<file path="config.mk">
export PLATFORM = sky130hd
export DESIGN_NAME = tdm_chan_port
export DESIGN_NICKNAME = d
export VERILOG_FILES = /design/src/rtl/tdm_pkg.sv /design/src/rtl/tdm_timing.sv /design/src/rtl/tdm_tx.sv /design/src/rtl/tdm_rx.sv /design/src/rtl/tdm_chan_port.sv
export SDC_FILE = /design/constraint.sdc
export NUM_CORES = 1
export LEC_CHECK = 0
export BUFFER_PORTS_ARGS = -buffer_cell sky130_fd_sc_hd__buf_2
export CORE_ASPECT_RATIO = 0.5
export CORE_MARGIN = 5
export CORE_UTILIZATION = 45
export CTS_BUF_LIST = sky130_fd_sc_hd__clkbuf_8
export DETAILED_ROUTE_END_ITERATION = 8
export PLACE_DENSITY_LB_ADDON = 0.3
export SYNTH_ARGS = -nofsm -noshare
export SYNTH_HDL_FRONTEND = slang
export SYNTH_SLANG_ARGS = --single-unit
</file>
<file path="constraint.sdc">
create_clock -name clk -period 7 [get_ports clk]
set_input_delay 1.4 -clock clk [delete_from_list [all_inputs] [get_ports clk]]
set_output_delay 1.4 -clock clk [all_outputs]
set_load 0.01 [all_outputs]
</file>
<file path="src/rtl/tdm_pkg.sv">
package tdm_pkg;
  localparam int CH_BITS  = 8;
  localparam int N_SLOTS  = 4;
  localparam int D16_BITS = 2;
  localparam int SLOT_W   = $clog2(N_SLOTS);
  localparam int POS_W    = $clog2(CH_BITS);

  typedef enum logic [SLOT_W-1:0] {
    CH_D  = 2'd0,
    CH_C  = 2'd1,
    CH_B1 = 2'd2,
    CH_B2 = 2'd3
  } chan_e;
endpackage

</file>
<file path="src/rtl/tdm_timing.sv">
module tdm_timing
  import tdm_pkg::*;
#(
  parameter int FRAME_BITS = 256,
  parameter int CNT_W      = 9
) (
  input  logic             clk,
  input  logic             rst,
  input  logic             frame_n_i,
  output logic             start_o,
  output logic [CNT_W-1:0] cnt_q_o,
  output logic [CNT_W-1:0] cnt_nxt_o,
  output logic             synced_q_o,
  output logic             synced_nxt_o,
  output logic             fdly_n_o
);
  localparam logic [CNT_W-1:0] LAST = CNT_W'(FRAME_BITS * 2 - 1);
  localparam logic [CNT_W-1:0] DLY0 = CNT_W'(N_SLOTS * CH_BITS * 2 - 1);
  localparam logic [CNT_W-1:0] DLY1 = CNT_W'(N_SLOTS * CH_BITS * 2);

  logic fr_prev;

  always_comb begin
    start_o      = ~frame_n_i & fr_prev;
    synced_nxt_o = synced_q_o | start_o;
    if (start_o || cnt_q_o == LAST) cnt_nxt_o = '0;
    else                            cnt_nxt_o = cnt_q_o + 1'b1;
  end

  always_ff @(posedge clk) begin
    if (rst) begin
      fr_prev    <= 1'b1;
      cnt_q_o    <= '0;
      synced_q_o <= 1'b0;
      fdly_n_o   <= 1'b1;
    end else begin
      fr_prev    <= frame_n_i;
      cnt_q_o    <= cnt_nxt_o;
      synced_q_o <= synced_nxt_o;
      fdly_n_o   <= ~(synced_nxt_o && (cnt_nxt_o == DLY0 || cnt_nxt_o == DLY1));
    end
  end
endmodule

</file>
<file path="src/rtl/tdm_tx.sv">
module tdm_tx
  import tdm_pkg::*;
#(
  parameter int CNT_W = 9
) (
  input  logic               clk,
  input  logic               rst,
  input  logic               start_i,
  input  logic [CNT_W-1:0]   cnt_nxt_i,
  input  logic               synced_nxt_i,
  input  logic               d64_i,
  input  logic [CH_BITS-1:0] d_i,
  input  logic [CH_BITS-1:0] c_i,
  input  logic [CH_BITS-1:0] b1_i,
  input  logic [CH_BITS-1:0] b2_i,
  output logic               ser_o,
  output logic               ser_oe_o,
  output logic               d64_q_o
);
  localparam int IDX_W = CNT_W - 1;

  logic [CH_BITS-1:0] lat       [N_SLOTS];
  logic [CH_BITS-1:0] raw       [N_SLOTS];
  logic [CH_BITS-1:0] slot_byte [N_SLOTS];
  logic               mode;
  logic [IDX_W-1:0]   bit_idx;
  logic [IDX_W-1:0]   slot_full;
  logic [SLOT_W-1:0]  slot;
  logic [POS_W-1:0]   pos;
  logic               in_win;
  logic               drive;

  always_comb begin
    if (start_i) begin
      raw[0] = d_i;
      raw[1] = c_i;
      raw[2] = b1_i;
      raw[3] = b2_i;
      mode   = d64_i;
    end else begin
      raw  = lat;
      mode = d64_q_o;
    end
    slot_byte[0] = mode ? {CH_BITS{1'b1}}
                        : {raw[0][CH_BITS-1 -: D16_BITS], {(CH_BITS-D16_BITS){1'b1}}};
    slot_byte[1] = raw[1];
    slot_byte[2] = mode ? raw[0] : raw[2];
    slot_byte[3] = raw[3];

    bit_idx   = cnt_nxt_i[CNT_W-1:1];
    slot_full = bit_idx >> POS_W;
    slot      = slot_full[SLOT_W-1:0];
    pos       = ~bit_idx[POS_W-1:0];
    in_win    = slot_full < IDX_W'(N_SLOTS);
    drive     = synced_nxt_i & in_win;
  end

  always_ff @(posedge clk) begin
    if (rst) begin
      ser_o    <= 1'b1;
      ser_oe_o <= 1'b0;
      d64_q_o  <= 1'b0;
      for (int k = 0; k < N_SLOTS; k++) lat[k] <= '0;
    end else begin
      if (start_i) begin
        lat[0]  <= d_i;
        lat[1]  <= c_i;
        lat[2]  <= b1_i;
        lat[3]  <= b2_i;
        d64_q_o <= d64_i;
      end
      if (!cnt_nxt_i[0]) begin
        ser_oe_o <= drive;
        ser_o    <= drive ? slot_byte[slot][pos] : 1'b1;
      end
    end
  end
endmodule

</file>
<file path="src/rtl/tdm_rx.sv">
module tdm_rx
  import tdm_pkg::*;
#(
  parameter int CNT_W = 9
) (
  input  logic               clk,
  input  logic               rst,
  input  logic [CNT_W-1:0]   cnt_q_i,
  input  logic               synced_q_i,
  input  logic               d64_q_i,
  input  logic               ser_i,
  output logic [CH_BITS-1:0] rx_data_o,
  output logic [SLOT_W-1:0]  rx_chan_o,
  output logic               rx_vld_o,
  output logic [CH_BITS-2:0] ctrl_a_o,
  output logic [CH_BITS-2:0] ctrl_b_o
);
  localparam int IDX_W = CNT_W - 1;

  logic [CH_BITS-2:0] sh;
  logic [CH_BITS-1:0] byte_w;
  logic [IDX_W-1:0]   bit_idx;
  logic [IDX_W-1:0]   slot_full;
  chan_e              slot_e;
  logic               samp;
  logic               done_byte;

  always_comb begin
    byte_w    = {sh, ser_i};
    bit_idx   = cnt_q_i[CNT_W-1:1];
    slot_full = bit_idx >> POS_W;
    slot_e    = chan_e'(slot_full[SLOT_W-1:0]);
    samp      = synced_q_i & cnt_q_i[0];
    done_byte = samp && (&bit_idx[POS_W-1:0]) && (slot_full < IDX_W'(N_SLOTS));
  end

  always_ff @(posedge clk) begin
    if (rst) begin
      sh        <= '0;
      rx_data_o <= '0;
      rx_chan_o <= '0;
      rx_vld_o  <= 1'b0;
      ctrl_a_o  <= '0;
      ctrl_b_o  <= '0;
    end else begin
      rx_vld_o <= 1'b0;
      if (samp) sh <= byte_w[CH_BITS-2:0];
      if (done_byte) begin
        case (slot_e)
          CH_D: if (!d64_q_i) begin
            rx_vld_o  <= 1'b1;
            rx_chan_o <= CH_D;
            rx_data_o <= {byte_w[CH_BITS-1 -: D16_BITS], {(CH_BITS-D16_BITS){1'b0}}};
          end
          CH_C: begin
            rx_vld_o  <= 1'b1;
            rx_chan_o <= CH_C;
            rx_data_o <= byte_w;
            if (byte_w[CH_BITS-1]) ctrl_b_o <= byte_w[CH_BITS-2:0];
            else                   ctrl_a_o <= byte_w[CH_BITS-2:0];
          end
          CH_B1: begin
            rx_vld_o  <= 1'b1;
            rx_chan_o <= d64_q_i ? CH_D : CH_B1;
            rx_data_o <= byte_w;
          end
          default: begin
            rx_vld_o  <= 1'b1;
            rx_chan_o <= CH_B2;
            rx_data_o <= byte_w;
          end
        endcase
      end
    end
  end
endmodule

</file>
<file path="src/rtl/tdm_chan_port.sv">
module tdm_chan_port
  import tdm_pkg::*;
#(
  parameter int FRAME_BITS = 256
) (
  input  logic               clk,
  input  logic               rst,
  input  logic               frame_n_i,
  input  logic               ser_i,
  input  logic               d64_i,
  input  logic [CH_BITS-1:0] tx_d_i,
  input  logic [CH_BITS-1:0] tx_c_i,
  input  logic [CH_BITS-1:0] tx_b1_i,
  input  logic [CH_BITS-1:0] tx_b2_i,
  output logic               ser_o,
  output logic               ser_oe_o,
  output logic               frame_dly_n_o,
  output logic [CH_BITS-1:0] rx_data_o,
  output logic [SLOT_W-1:0]  rx_chan_o,
  output logic               rx_vld_o,
  output logic [CH_BITS-2:0] ctrl_a_o,
  output logic [CH_BITS-2:0] ctrl_b_o
);
  localparam int CNT_W = $clog2(FRAME_BITS * 2);

  logic             start;
  logic [CNT_W-1:0] cnt_q;
  logic [CNT_W-1:0] cnt_nxt;
  logic             synced_q;
  logic             synced_nxt;
  logic             d64_q;

  tdm_timing #(.FRAME_BITS(FRAME_BITS), .CNT_W(CNT_W)) u_timing (
    .clk(clk), .rst(rst), .frame_n_i(frame_n_i),
    .start_o(start), .cnt_q_o(cnt_q), .cnt_nxt_o(cnt_nxt),
    .synced_q_o(synced_q), .synced_nxt_o(synced_nxt), .fdly_n_o(frame_dly_n_o)
  );

  tdm_tx #(.CNT_W(CNT_W)) u_tx (
    .clk(clk), .rst(rst), .start_i(start), .cnt_nxt_i(cnt_nxt),
    .synced_nxt_i(synced_nxt), .d64_i(d64_i),
    .d_i(tx_d_i), .c_i(tx_c_i), .b1_i(tx_b1_i), .b2_i(tx_b2_i),
    .ser_o(ser_o), .ser_oe_o(ser_oe_o), .d64_q_o(d64_q)
  );

  tdm_rx #(.CNT_W(CNT_W)) u_rx (
    .clk(clk), .rst(rst), .cnt_q_i(cnt_q), .synced_q_i(synced_q),
    .d64_q_i(d64_q), .ser_i(ser_i),
    .rx_data_o(rx_data_o), .rx_chan_o(rx_chan_o), .rx_vld_o(rx_vld_o),
    .ctrl_a_o(ctrl_a_o), .ctrl_b_o(ctrl_b_o)
  );
endmodule

</file>
Yosys cells after proc, flatten, opt, wreduce, memory -nomap -nowiden
Index checks and enable logic that the tools add are counted.

Reduce and logical (&&, ||, !) cells: 11. $lt $le $gt $ge: 4. Mux-type cells: 18. Add/subtract/negate cells: 1. Equality and inequality tests: 6. Bitwise gates (word level): 10.

Operator list (count): two-way mux 8 bit (6); two-way mux 32 bit (1); binary-select mux 8 bit (select 2 bit) (1); < comparator 5 x 3 -> 1 bit (second input constant) (2); adder 9 x 1 -> 9 bit (second input constant) (1); equality test 9 x 6 -> 1 bit (second input constant) (1); equality test 9 x 7 -> 1 bit (second input constant) (1); equality test 9 bit (second input constant) (1); two-way mux 9 bit (1); AND reduction 3 bit (3); one-hot mux 2 bit (3 select lines) (1); two-way mux 1 bit (5); < comparator 3 x 4 -> 1 bit (second input constant) (1); two-way mux 2 bit (2); inverter 1 bit (4); AND 1 bit (3); binary-select mux 1 bit (select 3 bit) (1); greater-or-equal comparator 3 bit (second input constant) (1); logical AND 1 bit (3); inverter 2 -> 3 bit (1); inverter 3 bit (1); equality test 2 x 1 -> 1 bit (second input constant) (1); equality test 2 bit (second input constant) (1); logical NOT 2 bit (1); other kinds (5) (6).

Bits of input ports: 37. Flip-flop bits (word level): 79. Output and inout bits: 28. Word-level logic and storage cells: 67.

Depth between registers and ports, before layout
Depth in word-level cells: 11. Mapped depth: 13.

Cells and area by module
From an unflattened synthesis, not the netlist that was laid out.

Cell total of the unflattened synthesis: 383. Area, all modules: 3812.4 µm².

By module, submodules not included: tdm_tx (seq. area each 700.7 µm², cells each 166, times used 1, area each 1813.0 µm²); tdm_rx (seq. area each 640.6 µm², cells each 144, times used 1, area each 1386.3 µm²); tdm_timing (seq. area each 240.2 µm², cells each 73, times used 1, area each 613.1 µm²).

Least setup slack after synthesis
No wires, ideal clock.

Path kind: input -> register. Start: in frame_n_i. End: reg u_tx.ser_o. Setup time: 0.114 ns. Path slack: 4.000 ns. Path buffers: 0. Arrival: 2.886 ns. Cell stages on the path: 6. Cells stage by stage: and2b_4 > nor3_1 > mux4_2 > o311ai_0 > a31oi_1 > a21o_1.

Cells in the longest elaborated chain, start to end: 11.

Ends and longest elaborated chain: start: declaration (RTL line tdm_chan_port.sv:8) `input logic frame_n_i,`; inverter 1 bit * (RTL line tdm_timing.sv:24) `start_o = ~frame_n_i & fr_prev;`; AND 1 bit * (RTL line tdm_timing.sv:24); logical OR 1 bit (RTL line tdm_timing.sv:26) `if (start_o || cnt_q_o == LAST) cnt_nxt_o = '0;`; two-way mux 9 bit (RTL line tdm_timing.sv:26); inverter 2 -> 3 bit (implied by the code) (RTL line tdm_tx.sv:74) `ser_o <= drive ? slot_byte[slot][pos] : 1'b1;`; binary-select mux 8 bit (select 2 bit) (RTL line tdm_tx.sv:74); two-way mux 8 bit (implied by the code) (2 in a row) (RTL line tdm_tx.sv:74); binary-select mux 1 bit (select 3 bit) (RTL line tdm_tx.sv:74); two-way mux 1 bit (implied by the code) (RTL line tdm_tx.sv:74); two-way mux 1 bit (RTL line tdm_tx.sv:74); end signal: assignment (RTL line tdm_tx.sv:74); end: declaration (RTL line tdm_tx.sv:16) `output logic ser_o,`.

Every way passes the cells marked *; elsewhere a longest branch is shown, timed or not. The select of a mux whose other input is x is not followed. A chain may end at the register's enable or synchronous reset.

Worst setup path after layout
Start: reg u_timing.cnt_q_o[0]. End: reg u_tx.ser_o.

Cells in the longest elaborated chain, start to end: 10.

Ends and longest elaborated chain: start: declaration (RTL line tdm_timing.sv:11) `output logic [CNT_W-1:0] cnt_q_o,`; start signal: assignment (RTL line tdm_timing.sv:38) `cnt_q_o <= cnt_nxt_o;`; parallel branches: the longest is 2 deep, another holds adder 9 x 1 -> 9 bit; two-way mux 9 bit * (RTL line tdm_timing.sv:26); inverter 2 -> 3 bit (implied by the code) (RTL line tdm_tx.sv:74); binary-select mux 8 bit (select 2 bit) (RTL line tdm_tx.sv:74); two-way mux 8 bit (implied by the code) (2 in a row) (RTL line tdm_tx.sv:74); binary-select mux 1 bit (select 3 bit) (RTL line tdm_tx.sv:74); two-way mux 1 bit (implied by the code) (RTL line tdm_tx.sv:74); two-way mux 1 bit (RTL line tdm_tx.sv:74).

Every way passes the cells marked *. The select of a mux whose other input is x is not followed.

==> run summary <==
Crit end category - register
Clock Skew - 0.00561 ns
Met1 wire length - 3.68 mm
Initial DRC Count - 346
Post-synth top area share - 0.464
Synth-to-Final Area Change - 13.4%
Pwr dens - 216 nW/um^2
Slew margin rel. - 0.469
# rows - 22
P_leak - 1.53 nW
Async set-reset flop share out of synthesis - 0
Port Buffers - 64
CTS buffer count - 9
Top cells by area, synth - dfxtp_1 (46%), nand2_1 (9.9%), a21oi_1 (7.5%)
Critical path type - reg -> reg
Commonest non-fill, non-tap cells in the layout - nand2_1 (90), dfxtp_1 (79), buf_2 (64)
Slew at the pin closest to its max-slew limit - 0.797 ns
Final Critical Period - 3.39 ns
Synth Area per Inst - 8.58 um^2
Die X - 133 um
Pin count of the biggest net entering global routing - 80
Die height - 71.5 um
Remaining antenna violation count - 0
Slowest cell on crit path - nor2b_1
Via/cell ratio - 5.39
Starting Density - 0.464
Reg clk slew, reported paths - 0.07 ns
HPWL after DPL - 5.50 mm
Yosys reg bits - 79
Synth warn - 0
I/O pin cnt - 65
Final setup fails - 0
Root buffer cell - clkbuf_8
Clock Latency Late Sink - 0.35 ns
Cts repair resizes - 0
Antenna cell count - 0
Cell count after synthesis - 397
Antenna violations before repair - 0
Unrepaired setup endpoints after global routing - no
CP max FO - 17
Overall power - 0.000835 W
WP data required - 7.25 ns
Synthesized area - 3410 um^2
Metal3 WL - 538 um
Max incr delay on CP - 0.59 ns
Crit path DAT - 3.63 ns
Final hold vios - 0
Most common cell after layout, fill and taps aside - nand2_1
Post-synth top area cell - dfxtp_1
CP Cell Sequence - ha_1 -> nand3_1 -> nor2_1 -> and3_1 -> ha_1 -> nor2b_1 -> mux2i_1 -> nor2_1 -> o32a_2 -> o21ai_0 -> o32ai_1 -> a21o_1
Die footprint - 9520 um^2
Area of the core - 7350 um^2
Top sig layer - met4
Drt pass-1 iters - 4
Setup WS pre-CTS - 3.59 ns
Layout Nets - 486
Number of synthesized flops with an enable pin - 0
Status - complete, no violations
Gpl congestion - 0.941
TNS Setup - 0 ns
Fmax - 295 MHz
Top_reg_cell synth - dfxtp_1
Peak VDD IR - 0.117 mV
Drt total wl - 7.81 mm
Hold_buf cts - 0
CP delay by family, top - simple AND/OR/NAND/NOR gates
DRC viols - 0
Share of layout cells above drive strength 1 - 0.207
CTS tree - yes
Synth cell types - 56
Hold Crit Class - reg -> reg
WP buf/inv - 0
Syn_nets - 436
Vias in the first global route - 2733
# Post-CTS Setup Buffers - 0
Period utilization - 0.484
Worst setup SP type - register
Wirelength per Cell - 14.3 um
Grt ovf - 0
Gr usage total - 0.170
Final setup margin - 3.61 ns
First-pass GRT wire length - 13.0 mm
Sequential fraction of the synthesis area - 0.464
# H-tree levels - 3
Vias - 2941
Met2 Wirelength - 3.45 mm
MaxCap Viol Count - 0
Clock buffer depth - 2
Clk sinks - 79
Final Max Slew Viols - 0
[logic make-up after synthesis]
kind of cell	after synthesis	share of synthesized area
AOI/OAI and AO/OA	84	0.152
buffers and inverters	29	0.0499
adders and majority gates	2	0.00734
DFF	79	0.464
and+or+nand+nor	176	0.234
xor gates and xnor gates	8	0.0283
muxes	19	0.0635
[cell usage after synthesis (3+ instances only)]
| cell type | number |
|---|---|
| clkbuf_1 | 18 |
| xnor2_1 | 4 |
| a22oi_1 | 6 |
| nand2_1 | 90 |
| nand4_1 | 3 |
| buf_6 | 4 |
| nor2_1 | 34 |
| o21ai_0 | 3 |
| nand2b_1 | 3 |
| nor3_1 | 10 |
| a21oi_1 | 51 |
| a211oi_1 | 4 |
| dfxtp_1 | 79 |
| mux2i_1 | 16 |
| clkbuf_8 | 3 |
| nand3_1 | 18 |
[report_power, final]
| group | switching (W) | leakage, nW | internal, W | total [W] |
|---|---|---|---|---|
| clock network | 0.000147 | 0.0937 | 0.000141 | 0.000288 |
| logic | 0.0000421 | 0.791 | 0.0000302 | 0.0000723 |
| registers | 0.0000119 | 0.643 | 0.000463 | 0.000475 |
[state kept, by name, indices dropped and copies added (netlist names)]
signal	cells
u_rx.rx_data_o	8
u_rx.rx_chan_o	2
u_tx.ser_o	1
u_timing.synced_q_o	1
u_timing.fdly_n_o	1
u_timing.cnt_q_o	9
u_tx.ser_oe_o	1
u_tx.d64_q_o	1
u_rx.rx_vld_o	1
u_timing.fr_prev	1
u_rx.sh	7
u_tx.lat	32
u_rx.ctrl_a_o	7
u_rx.ctrl_b_o	7
[path summary, 6_finish.rpt]
kind | from | endpoint | slack, ns | cells past startpoint
max reg2reg | u_timing.cnt_q_o[0] | u_tx.ser_o | 3.61 | 12
min reg2reg | u_tx.ser_oe_o | u_tx.ser_oe_o | 0.45 | 1
max | u_timing.cnt_q_o[0] | u_tx.ser_o | 3.61 | 12
min | u_tx.ser_oe_o | u_tx.ser_oe_o | 0.45 | 1
[layer usage]
metal	GRT usage	vias to the layer above
met3	0.0603	13
met1	0.229	1359
li1	-	1482
met2	0.246	87
met4	0.0795	0
met5	0	-
[layout make-up]
| type | count | area, um^2 |
|---|---|---|
| Fill cell | 728 | 3490 |
| Inverter | 2 | 7.51 |
| Clock buffer | 11 | 151 |
| Timing Repair Buffer | 66 | 335 |
| Tap cell | 96 | 120 |
| Clock inverter | 3 | 12.5 |
| Multi-Input combinational cell | 289 | 1660 |
| Sequential cell | 79 | 1580 |
[metrics by stage]
| step | util | hold WS [ns] | instances | instance area, um^2 |
|---|---|---|---|---|
| 3_3_place_gp | 0.503 | 0.434 | 532 | 3700 |
| 2_1_floorplan | - | 0.431 | 397 | 3410 |
| 3_5_place_dp | 0.503 | 0.443 | 532 | 3700 |
| 4_1_cts | 0.526 | 0.456 | 546 | 3860 |
| 5_1_grt | 0.526 | 0.480 | 546 | 3860 |
| 6_report | 0.526 | 0.452 | 546 | 3860 |
Note: power is estimated with default switching activity, not from simulation.
